[src/rtl/netctl_pkg.sv]
// Package: shared bit positions and command type for the run-control block.
// Assumes an 8-bit command/status word; positions are fixed because the
// host software decodes them.
package netctl_pkg;
    localparam int STAT_W  = 8;
    localparam int B_INIT  = 0;
    localparam int B_START = 1;
    localparam int B_STOP  = 2;
    localparam int B_TDMD  = 3;
    localparam int B_TXON  = 4;
    localparam int B_RXON  = 5;
    localparam int B_IDONE = 6;
    localparam int N_CHAN  = 2;
    localparam int CH_TX   = 0;
    localparam int CH_RX   = 1;

    // Decoded write-one-to-set command strobes for a single cycle.
    typedef struct packed {
        logic tdmd;
        logic stop;
        logic start;
        logic init;
    } cmd_wr_t;
endpackage

[src/rtl/netctl_cmd.sv]
// Module: netctl_cmd
// Holds the halt, start and init command bits, tracks the initialization
// handshake and issues a one-cycle launch when a start may take effect.
// Assumes wr strobes are already qualified by the write enable and that
// init_done_in is a single-cycle pulse from the buffer manager.
module netctl_cmd
    import netctl_pkg::*;
(
    input  logic    clk,
    input  logic    rst_n,
    input  logic    sw_reset,
    input  cmd_wr_t wr,
    input  logic    init_done_in,
    output logic    stop_q,
    output logic    start_q,
    output logic    init_q,
    output logic    busy_q,
    output logic    idone_q,
    output logic    launch
);
    logic pend_q;
    logic go_start;
    logic go_init;

    // Halt beats start and init written in the same cycle.
    always_comb begin
        go_start = wr.start & ~wr.stop;
        go_init  = wr.init  & ~wr.stop;
        launch   = pend_q & ~busy_q;
    end

    // Command bits, initialization handshake and pending start.
    always_ff @(posedge clk) begin
        if (!rst_n || sw_reset) begin
            stop_q  <= 1'b1;
            start_q <= 1'b0;
            init_q  <= 1'b0;
            busy_q  <= 1'b0;
            idone_q <= 1'b0;
            pend_q  <= 1'b0;
        end else if (wr.stop) begin
            stop_q  <= 1'b1;
            start_q <= 1'b0;
            init_q  <= 1'b0;
            busy_q  <= 1'b0;
            idone_q <= 1'b0;
            pend_q  <= 1'b0;
        end else begin
            if (go_start || go_init) stop_q <= 1'b0;
            if (go_start) start_q <= 1'b1;
            if (go_init)  init_q  <= 1'b1;
            if (go_init) begin
                busy_q  <= 1'b1;
                idone_q <= 1'b0;
            end else if (busy_q && init_done_in) begin
                busy_q  <= 1'b0;
                idone_q <= 1'b1;
            end
            if (go_start)    pend_q <= 1'b1;
            else if (launch) pend_q <= 1'b0;
        end
    end

    p_stop_wins_r3: assert property (@(posedge clk) disable iff (!rst_n)
        wr.stop |=> (stop_q && !start_q && !init_q));

    p_zero_write_r2: assert property (@(posedge clk) disable iff (!rst_n)
        (wr == '0 && !init_done_in && !sw_reset) |=>
            ($stable(stop_q) && $stable(start_q) && $stable(init_q)));

    p_go_clears_stop_r5: assert property (@(posedge clk) disable iff (!rst_n)
        ((wr.start || wr.init) && !wr.stop && !sw_reset) |=> !stop_q);
endmodule

[src/rtl/netctl_onflag.sv]
// Module: netctl_onflag
// One enable flag (transmit or receive). Set on a launch unless disabled,
// cleared by halt and, when HAS_UFLO is 1, by an underflow not held off.
// Assumes launch and uflo are single-cycle strobes.
module netctl_onflag #(
    parameter bit HAS_UFLO = 1'b0
) (
    input  logic clk,
    input  logic rst_n,
    input  logic sw_reset,
    input  logic stop_wr,
    input  logic launch,
    input  logic dis,
    input  logic uflo,
    input  logic uflo_hold,
    output logic on_q
);
    logic uflo_kill;

    // Underflow clear only exists on the variant that has it.
    generate
        if (HAS_UFLO) begin : g_uflo
            assign uflo_kill = uflo & ~uflo_hold;
        end else begin : g_no_uflo
            assign uflo_kill = 1'b0;
        end
    endgenerate

    // Enable flag: halt, then underflow, then launch in priority order.
    always_ff @(posedge clk) begin
        if (!rst_n || sw_reset) on_q <= 1'b0;
        else if (stop_wr)       on_q <= 1'b0;
        else if (uflo_kill)     on_q <= 1'b0;
        else if (launch)        on_q <= ~dis;
    end

    p_uflo_clear_r10: assert property (@(posedge clk) disable iff (!rst_n)
        (HAS_UFLO && uflo && !uflo_hold) |=> !on_q);

    p_dis_blocks_r7: assert property (@(posedge clk) disable iff (!rst_n)
        (launch && dis) |=> !on_q);
endmodule

[src/rtl/netctl_txdemand.sv]
// Module: netctl_txdemand
// Transmit demand bit and poll-pending state; forms the descriptor access
// request. Assumes desc_fetched and poll_due are single-cycle pulses.
module netctl_txdemand (
    input  logic clk,
    input  logic rst_n,
    input  logic sw_reset,
    input  logic stop_wr,
    input  logic txon,
    input  logic tdmd_wr,
    input  logic desc_fetched,
    input  logic poll_due,
    input  logic demand_only,
    output logic tdmd_q,
    output logic desc_req
);
    logic poll_q;

    // Request exists only while transmit is on.
    always_comb begin
        desc_req = txon & (tdmd_q | poll_q);
    end

    // Demand and poll state; both drop while transmit is off.
    always_ff @(posedge clk) begin
        if (!rst_n || sw_reset || stop_wr || !txon) begin
            tdmd_q <= 1'b0;
            poll_q <= 1'b0;
        end else begin
            tdmd_q <= tdmd_wr | (tdmd_q & ~desc_fetched);
            poll_q <= ~demand_only & (poll_due | (poll_q & ~desc_fetched));
        end
    end

    p_tdmd_clear_r8: assert property (@(posedge clk) disable iff (!rst_n)
        (desc_fetched && !tdmd_wr) |=> !tdmd_q);

    p_tdmd_off_r8: assert property (@(posedge clk) disable iff (!rst_n)
        !txon |=> !tdmd_q);

    p_demand_only_r9: assert property (@(posedge clk) disable iff (!rst_n)
        (demand_only && $past(demand_only) && desc_req) |-> tdmd_q);
endmodule

[src/rtl/netctl_iadr.sv]
// Module: netctl_iadr
// Initialization block base address. The lowest ALIGN_BITS bits are
// forced to zero. Assumes 0 < ALIGN_BITS < ADDR_W.
module netctl_iadr #(
    parameter int ADDR_W     = 32,
    parameter int ALIGN_BITS = 2
) (
    input  logic              clk,
    input  logic              rst_n,
    input  logic              we,
    input  logic [ADDR_W-1:0] wdata,
    output logic [ADDR_W-1:0] addr
);
    localparam int HI_W = ADDR_W - ALIGN_BITS;

    logic [HI_W-1:0] hi_q;

    // Stored upper bits of the address.
    always_ff @(posedge clk) begin
        if (!rst_n)  hi_q <= '0;
        else if (we) hi_q <= wdata[ADDR_W-1:ALIGN_BITS];
    end

    // Per-bit output: aligned positions tie to zero.
    generate
        for (genvar b = 0; b < ADDR_W; b++) begin : g_bit
            if (b < ALIGN_BITS) begin : g_zero
                assign addr[b] = 1'b0;
            end else begin : g_reg
                assign addr[b] = hi_q[b-ALIGN_BITS];
            end
        end
    endgenerate

    p_iadr_store_r11: assert property (@(posedge clk) disable iff (!rst_n)
        we |=> (addr[ADDR_W-1:ALIGN_BITS] == $past(wdata[ADDR_W-1:ALIGN_BITS])));
endmodule

[src/rtl/netctl_runctl.sv]
// Module: netctl_runctl (top)
// Run-control register of a descriptor-driven network controller: decodes
// the command word, instantiates command, enable, demand and address logic
// and assembles the status readback. Assumes all handshake inputs are
// synchronous single-cycle pulses.
module netctl_runctl
    import netctl_pkg::*;
#(
    parameter int ADDR_W     = 32,
    parameter int ALIGN_BITS = 2
) (
    input  logic              clk,
    input  logic              rst_n,
    input  logic              sw_reset,
    input  logic              cmd_we,
    input  logic [STAT_W-1:0] cmd_wdata,
    output logic [STAT_W-1:0] cmd_status,
    input  logic              cfg_tx_dis,
    input  logic              cfg_rx_dis,
    input  logic              cfg_demand_only,
    input  logic              cfg_uflo_hold,
    input  logic              tx_underflow,
    output logic              init_req,
    input  logic              init_done_in,
    output logic              desc_req,
    input  logic              desc_fetched,
    input  logic              poll_due,
    output logic              tx_on,
    output logic              rx_on,
    input  logic              iadr_we,
    input  logic [ADDR_W-1:0] iadr_wdata,
    output logic [ADDR_W-1:0] iadr
);
    cmd_wr_t           wr;
    logic              stop_q, start_q, init_q, busy_q, idone_q, launch;
    logic              tdmd_q;
    logic [N_CHAN-1:0] ch_on;
    logic [N_CHAN-1:0] ch_dis;
    logic [N_CHAN-1:0] ch_uflo;

    // Qualify write-one-to-set strobes; read-only positions are not decoded.
    always_comb begin
        wr.init  = cmd_we & cmd_wdata[B_INIT];
        wr.start = cmd_we & cmd_wdata[B_START];
        wr.stop  = cmd_we & cmd_wdata[B_STOP];
        wr.tdmd  = cmd_we & cmd_wdata[B_TDMD];
    end

    netctl_cmd u_cmd (
        .clk          (clk),
        .rst_n        (rst_n),
        .sw_reset     (sw_reset),
        .wr           (wr),
        .init_done_in (init_done_in),
        .stop_q       (stop_q),
        .start_q      (start_q),
        .init_q       (init_q),
        .busy_q       (busy_q),
        .idone_q      (idone_q),
        .launch       (launch)
    );

    // Per-channel configuration routing.
    always_comb begin
        ch_dis[CH_TX]  = cfg_tx_dis;
        ch_dis[CH_RX]  = cfg_rx_dis;
        ch_uflo[CH_TX] = tx_underflow;
        ch_uflo[CH_RX] = 1'b0;
    end

    generate
        for (genvar c = 0; c < N_CHAN; c++) begin : g_chan
            netctl_onflag #(.HAS_UFLO(c == CH_TX)) u_on (
                .clk       (clk),
                .rst_n     (rst_n),
                .sw_reset  (sw_reset),
                .stop_wr   (wr.stop),
                .launch    (launch),
                .dis       (ch_dis[c]),
                .uflo      (ch_uflo[c]),
                .uflo_hold (cfg_uflo_hold),
                .on_q      (ch_on[c])
            );
        end
    endgenerate

    netctl_txdemand u_tdmd (
        .clk          (clk),
        .rst_n        (rst_n),
        .sw_reset     (sw_reset),
        .stop_wr      (wr.stop),
        .txon         (ch_on[CH_TX]),
        .tdmd_wr      (wr.tdmd),
        .desc_fetched (desc_fetched),
        .poll_due     (poll_due),
        .demand_only  (cfg_demand_only),
        .tdmd_q       (tdmd_q),
        .desc_req     (desc_req)
    );

    netctl_iadr #(.ADDR_W(ADDR_W), .ALIGN_BITS(ALIGN_BITS)) u_iadr (
        .clk   (clk),
        .rst_n (rst_n),
        .we    (iadr_we),
        .wdata (iadr_wdata),
        .addr  (iadr)
    );

    // Status word assembly and handshake outputs.
    always_comb begin
        cmd_status          = '0;
        cmd_status[B_INIT]  = init_q;
        cmd_status[B_START] = start_q;
        cmd_status[B_STOP]  = stop_q;
        cmd_status[B_TDMD]  = tdmd_q;
        cmd_status[B_TXON]  = ch_on[CH_TX];
        cmd_status[B_RXON]  = ch_on[CH_RX];
        cmd_status[B_IDONE] = idone_q;
        tx_on               = ch_on[CH_TX];
        rx_on               = ch_on[CH_RX];
        init_req            = busy_q;
    end

    p_stop_quiet_r4: assert property (@(posedge clk) disable iff (!rst_n)
        cmd_status[B_STOP] |-> (!tx_on && !rx_on && !init_req && !desc_req));

    p_txon_after_init_r6: assert property (@(posedge clk) disable iff (!rst_n)
        $rose(tx_on) |-> !$past(init_req));

    p_reset_state_r1: assert property (@(posedge clk) disable iff (!rst_n)
        sw_reset |=> (cmd_status == 8'h04));
endmodule

[config.mk]
export PLATFORM = sky130hd
export DESIGN_NAME = netctl_runctl
export DESIGN_NICKNAME = d
export VERILOG_FILES = /design/src/rtl/netctl_pkg.sv /design/src/rtl/netctl_cmd.sv /design/src/rtl/netctl_onflag.sv /design/src/rtl/netctl_txdemand.sv /design/src/rtl/netctl_iadr.sv /design/src/rtl/netctl_runctl.sv
export SDC_FILE = /design/constraint.sdc
export NUM_CORES = 1
export LEC_CHECK = 0
export ABC_AREA = 1
export BUFFER_PORTS_ARGS = -buffer_cell sky130_fd_sc_hd__buf_4
export CORE_MARGIN = 2
export CORE_UTILIZATION = 42
export DETAILED_ROUTE_END_ITERATION = 10
export PLACE_DENSITY = 0.77
export SYNTH_ARGS = -nofsm -noshare
export SYNTH_HDL_FRONTEND = slang
export SYNTH_SLANG_ARGS = --single-unit
[constraint.sdc]
create_clock -name clk -period 0.9 [get_ports clk]
set_input_delay 0.18 -clock clk [delete_from_list [all_inputs] [get_ports clk]]
set_output_delay 0.18 -clock clk [all_outputs]
set_load 0.05 [all_outputs]
# After elaboration in Yosys (flattened, before gate mapping)
# Cells that the tools add are included.
[classes]
reduce_logical = 12
bitwise_logic = 22
muxes = 4
multipliers = 0
div = 0
n_eq_ne = 0
order_cmp = 0
addsub = 0
shifts = 0
[op_table]
columns = ["op", "count"]
rows = [
  ["$and A1 B1 Y1", 12],
  ["$not A1 Y1", 7],
  ["$reduce_or A3 Y1", 2],
  ["$logic_or A1 B1 Y1", 4],
  ["$mux W1", 4],
  ["$reduce_bool A2 Y1", 2],
  ["$or A1 B1 Y1", 3],
  ["$logic_not A1 Y1", 2],
  ["$reduce_or A2 Y1", 1],
  ["$logic_and A1 B1 Y1", 1],
]
[word_totals]
ram_bits = 0
register_bits = 40
mem_count = 0
romBits = 0
latch_bits = 0

# Logic depth before layout (Yosys ltp)
[logic_depth]
ltp_word = 4
mapped_depth = 5
mapped_depth_nobuf = 5

# Modules after synthesis
# Synthesis repeated with hierarchy kept, for this count alone.
[unflattened]
hier_cells = 274
hier_area_um2 = 1841.8
[modules_own_cells]
columns = ["mod", "area_per_inst_um2", "cells_per_inst", "instances"]
rows = [
  ["netctl_iadr", 1323.8, 193, 1],
  ["netctl_cmd", 226.5, 32, 1],
  ["netctl_txdemand", 95.1, 14, 1],
  ["netctl_runctl", 93.8, 17, 1],
  ["netctl_onflag (g_chan[0].u_on)", 62.6, 12, 1],
  ["netctl_onflag (g_chan[1].u_on)", 40.0, 6, 1],
]

# Worst setup path after synthesis
# OpenSTA, ideal clock, no wires.
[synth_timing]
kind = "flip-flop to output port"
startpoint = "register g_chan[0].u_on.on_q"
endpoint = "output port desc_req"
t_required_ps = 720
arrival_time_ps = 1450
stages_incl_launch_ff = 3
path_buffers = 0
setup_slack_ps = -730
path_cell_list = "dfxtp_1 inv_1 nor2_1"
[synth_via]
elab_chain_len = 1
[synth_rtl]
columns = ["item", "line", "source"]
rows = [
  ["from (decl)", "netctl_onflag.sv:16", "output logic on_q"],
  ["from (signal assigned)", "netctl_onflag.sv:34", "else if (launch) on_q <= ~dis;"],
  ["$and A1 B1 Y1", "netctl_txdemand.sv:21", "desc_req = txon & (tdmd_q | poll_q);"],
  ["to (decl)", "netctl_runctl.sv:25", "output logic desc_req,"],
]
# Every way passes these cells.

# Worst setup path in the final report
[layout_timing]
startpoint = "register u_tdmd.poll_q"
endpoint = "output port desc_req"
[layout_via]
elab_chain_len = 2
[layout_rtl]
columns = ["item", "line", "source"]
rows = [
  ["from (decl)", "netctl_txdemand.sv:17", "logic poll_q;"],
  ["from (signal assigned)", "netctl_txdemand.sv:31", "poll_q <= ~demand_only & (poll_due | (poll_q & ~desc_fetched));"],
  ["$or A1 B1 Y1", "netctl_txdemand.sv:21", ""],
  ["$and A1 B1 Y1", "netctl_txdemand.sv:21", ""],
]
# Every way passes these cells.

==> results.cfg <==
[route]
vias_per_cell = 4.71
antenna_left = 0
drc = 0
dr.pass1.iters = 4
dr_total_vias = 1577
drt-wirelength-per-cell_um = 12.8
first_iter_violations = 93
wl_mm = 4.30

[sta]
fin_crit_ns = 1.14
final.setup.tns_ns = -3.05
clock.fmax_ghz = 0.876
fin_crit_sh_pct = 127
setup_slack_ns = -0.242
skew_ns = 0.00573
finalSetupViolCount = 41
finalHoldViolations = 0
final-max-slew-violation-count = 0
rsz0062_at_grt = yes

[clocking]
cts_tree = built
cts.reportedPaths.clkPinSlew_ns = 0.08
cts-root-buf = clkbuf_8
cts_max_level = 2
cts.sinks = 40
clock_path_buffers = 2
numCtsBuffers = 5
clock_latency_ns = 0.30

[global_routing]
grt_overflow_total = 0
grt_max_degree = 32
grt_pass1_vias = 1587
grt_pass1_wl_mm = 6.85
grtUsageTotal_pct = 21.3
antenna_found_initial = 0

[power]
leakage_nw = 1.26
pwr_density_cell_mw_per_mm2 = 1580
ir_drop_mv = 1.12

[setup_path]
cp-end-kind = primary output
ff2ff_path_depth = 5
startpoint_type = register
r2r-start = u_cmd.busy_q
worst_ep_arrival_time_ns = 0.96
r2r_slack_ns = 0.08
worst-setup-path-type = reg -> out
path_max_fanout = 2
reg2reg_to = g_chan[1].u_on.on_q
worst_ep_required_time_ns = 0.72

[synthesis]
synthFlopType = dfxtp_1
ys_top_cells_by_area = dfxtp_1 (52%), nor2_1 (16%), o21ai_0 (9.7%)
syn_area_per_cell_sq_um = 7.67
ys_top_cells_by_count = nor2_1 (67), dfxtp_1 (40), o21ai_0 (30)
yosysTopAreaCellShare_pct = 51.9
post-synth-top-count-cell = nor2_1
synth.cell_area_sq_mm = 0.00154
seq_area_frac_synth_pct = 51.9
synthArstFlopShare_pct = 0
yosys_warnings = 0
yosysTopAreaCell = dfxtp_1
synthDistinctLibCells = 15
synth_cells = 201
synth-edff-count = 0
yosys_register_bits = 40

[layout]
instances_no_fill = 335
final_nets = 339
areaGrowthSynthToFinish_pct = 74.4
filler_cell_count = 276
drive_gt1_share_pct = 52.6
num_antenna_cells = 0

[placed_design]
dp_hpwl_mm = 2.56
dp.cells = 323
portBuffers = 87
place_congestion = 0.690
dp_worst_setup_slack_ns = -0.0778

[hold_path]
hold_class = in -> reg
hp-start = iadr_wdata[29]
min_to = u_iadr.hi_q[27]
holdPathStages = 3

[floorplan]
core_area_sq_mm = 0.00361
die_h_um = 64.6
die_x_um = 64.6
start_util_pct = 42.7
dieArea_sq_mm = 0.00417
pin_count = 97
rows = 22

[outcome]
outcome = finished, violations left
violations = negative setup slack

[flow_run]
drv_cap = 0
==> per-stage QoR <==
stage | power [W] | util (%) | area, sq um | hold WS [ns]
finish | 0.00425 | 74.5 | 2690 | 0.0980
global route | 0.00445 | 74.5 | 2690 | 0.0891
CTS | 0.00422 | 72.4 | 2610 | 0.0997
detailed placement | 0.00287 | 61.6 | 2220 | 0.407
global placement | 0.00286 | 61.6 | 2220 | 0.400
floorplan | 0.00251 | - | 1570 | 0.315
==> area by class of cell <==
class	count	area [sq um]	area share (%)
repair buffers	95	1030	38.2
flip-flops and latches	40	860	32.0
multi-input cells	131	594	22.1
clock buffers	6	82.6	3.07
well taps	48	60.1	2.23
inverters	13	53.8	2.00
clock inverters	2	10.0	0.372
==> registers in the layout, indices dropped and copies added (netlist names) <==
signal / count
u_cmd.stop_q: 1
u_cmd.start_q: 1
u_cmd.init_q: 1
u_cmd.pend_q: 1
g_chan.u_on.on_q: 2
u_cmd.busy_q: 1
u_tdmd.poll_q: 1
u_tdmd.tdmd_q: 1
u_cmd.idone_q: 1
u_iadr.hi_q: 30
==> cells by family (layout without fill, tap and decap cells) <==
logic type	after synthesis	count (layout)	share of synthesized area [%]
flip-flops	40	40	51.9
AND/OR/NAND/NOR	92	92	25.2
AO/OA/AOI/OAI	36	36	11.7
buffers and inverters	32	116	11.0
other	1	3	0.243
==> critical path: stages, from the launching register on <==
cell     delay, ns
dfxtp_4       0.37
nor2_4        0.04
nor2_4        0.09
buf_6         0.16
==> what timing repair did <==
action / CTS / global route
setup endpoints to repair: 41 / 43
resized for setup: 99 / 18
hold buffers: 0 / 0
cloned: 0 / 0
buffers inserted: 2 / 2
pin swaps: 1 / 1
==> worst max path at each step <==
stage,slack [ns],to,cells after the start,startpoint
3_3_place_gp,-0.06,u_iadr.hi_q[5],5,iadr_we
6_report,-0.24,desc_req,3,u_tdmd.poll_q
3_5_place_dp,-0.08,u_iadr.hi_q[19],5,iadr_we
2_1_floorplan,-0.04,desc_req,2,g_chan[0].u_on.on_q
5_1_grt,-0.28,desc_req,3,u_tdmd.tdmd_q
4_1_cts,-0.23,desc_req,3,u_tdmd.poll_q
==> routing by layer <==
layer	share of wire [%]	GRT usage [%]	routed length (um)	vias up
li1	-	-	-	788
met1	38	22.3	1630	725
met2	51	37.9	2180	59
met3	10	10.4	447	5
met4	0.86	5.59	37	0
met5	0	0	0	-
==> power breakdown <==
group	internal (W)	switching [W]	leakage, nW
combinational	0.000468	0.000599	0.861
sequential	0.00188	0.0000796	0.344
clock	0.000611	0.000611	0.0510
total	0.00296	0.00129	1.26
==> cells in the final DEF (no fill, tap or decap), types with 2 or more instances in the layout <==
| master | instances |
|---|---|
| nor2_1 | 65 |
| buf_4 | 52 |
| buf_8 | 36 |
| dfxtp_2 | 35 |
| o21ai_0 | 30 |
| nand2_1 | 13 |
| inv_1 | 9 |
| nand3_1 | 8 |
| a21oi_1 | 6 |
| clkbuf_8 | 6 |
| buf_6 | 5 |
| dfxtp_4 | 4 |
| conb_1 | 3 |
| inv_4 | 2 |
| nor2_4 | 2 |
| inv_2 | 2 |
| clkinv_2 | 2 |
| buf_12 | 2 |
Note: power is estimated with default switching activity, not from simulation.
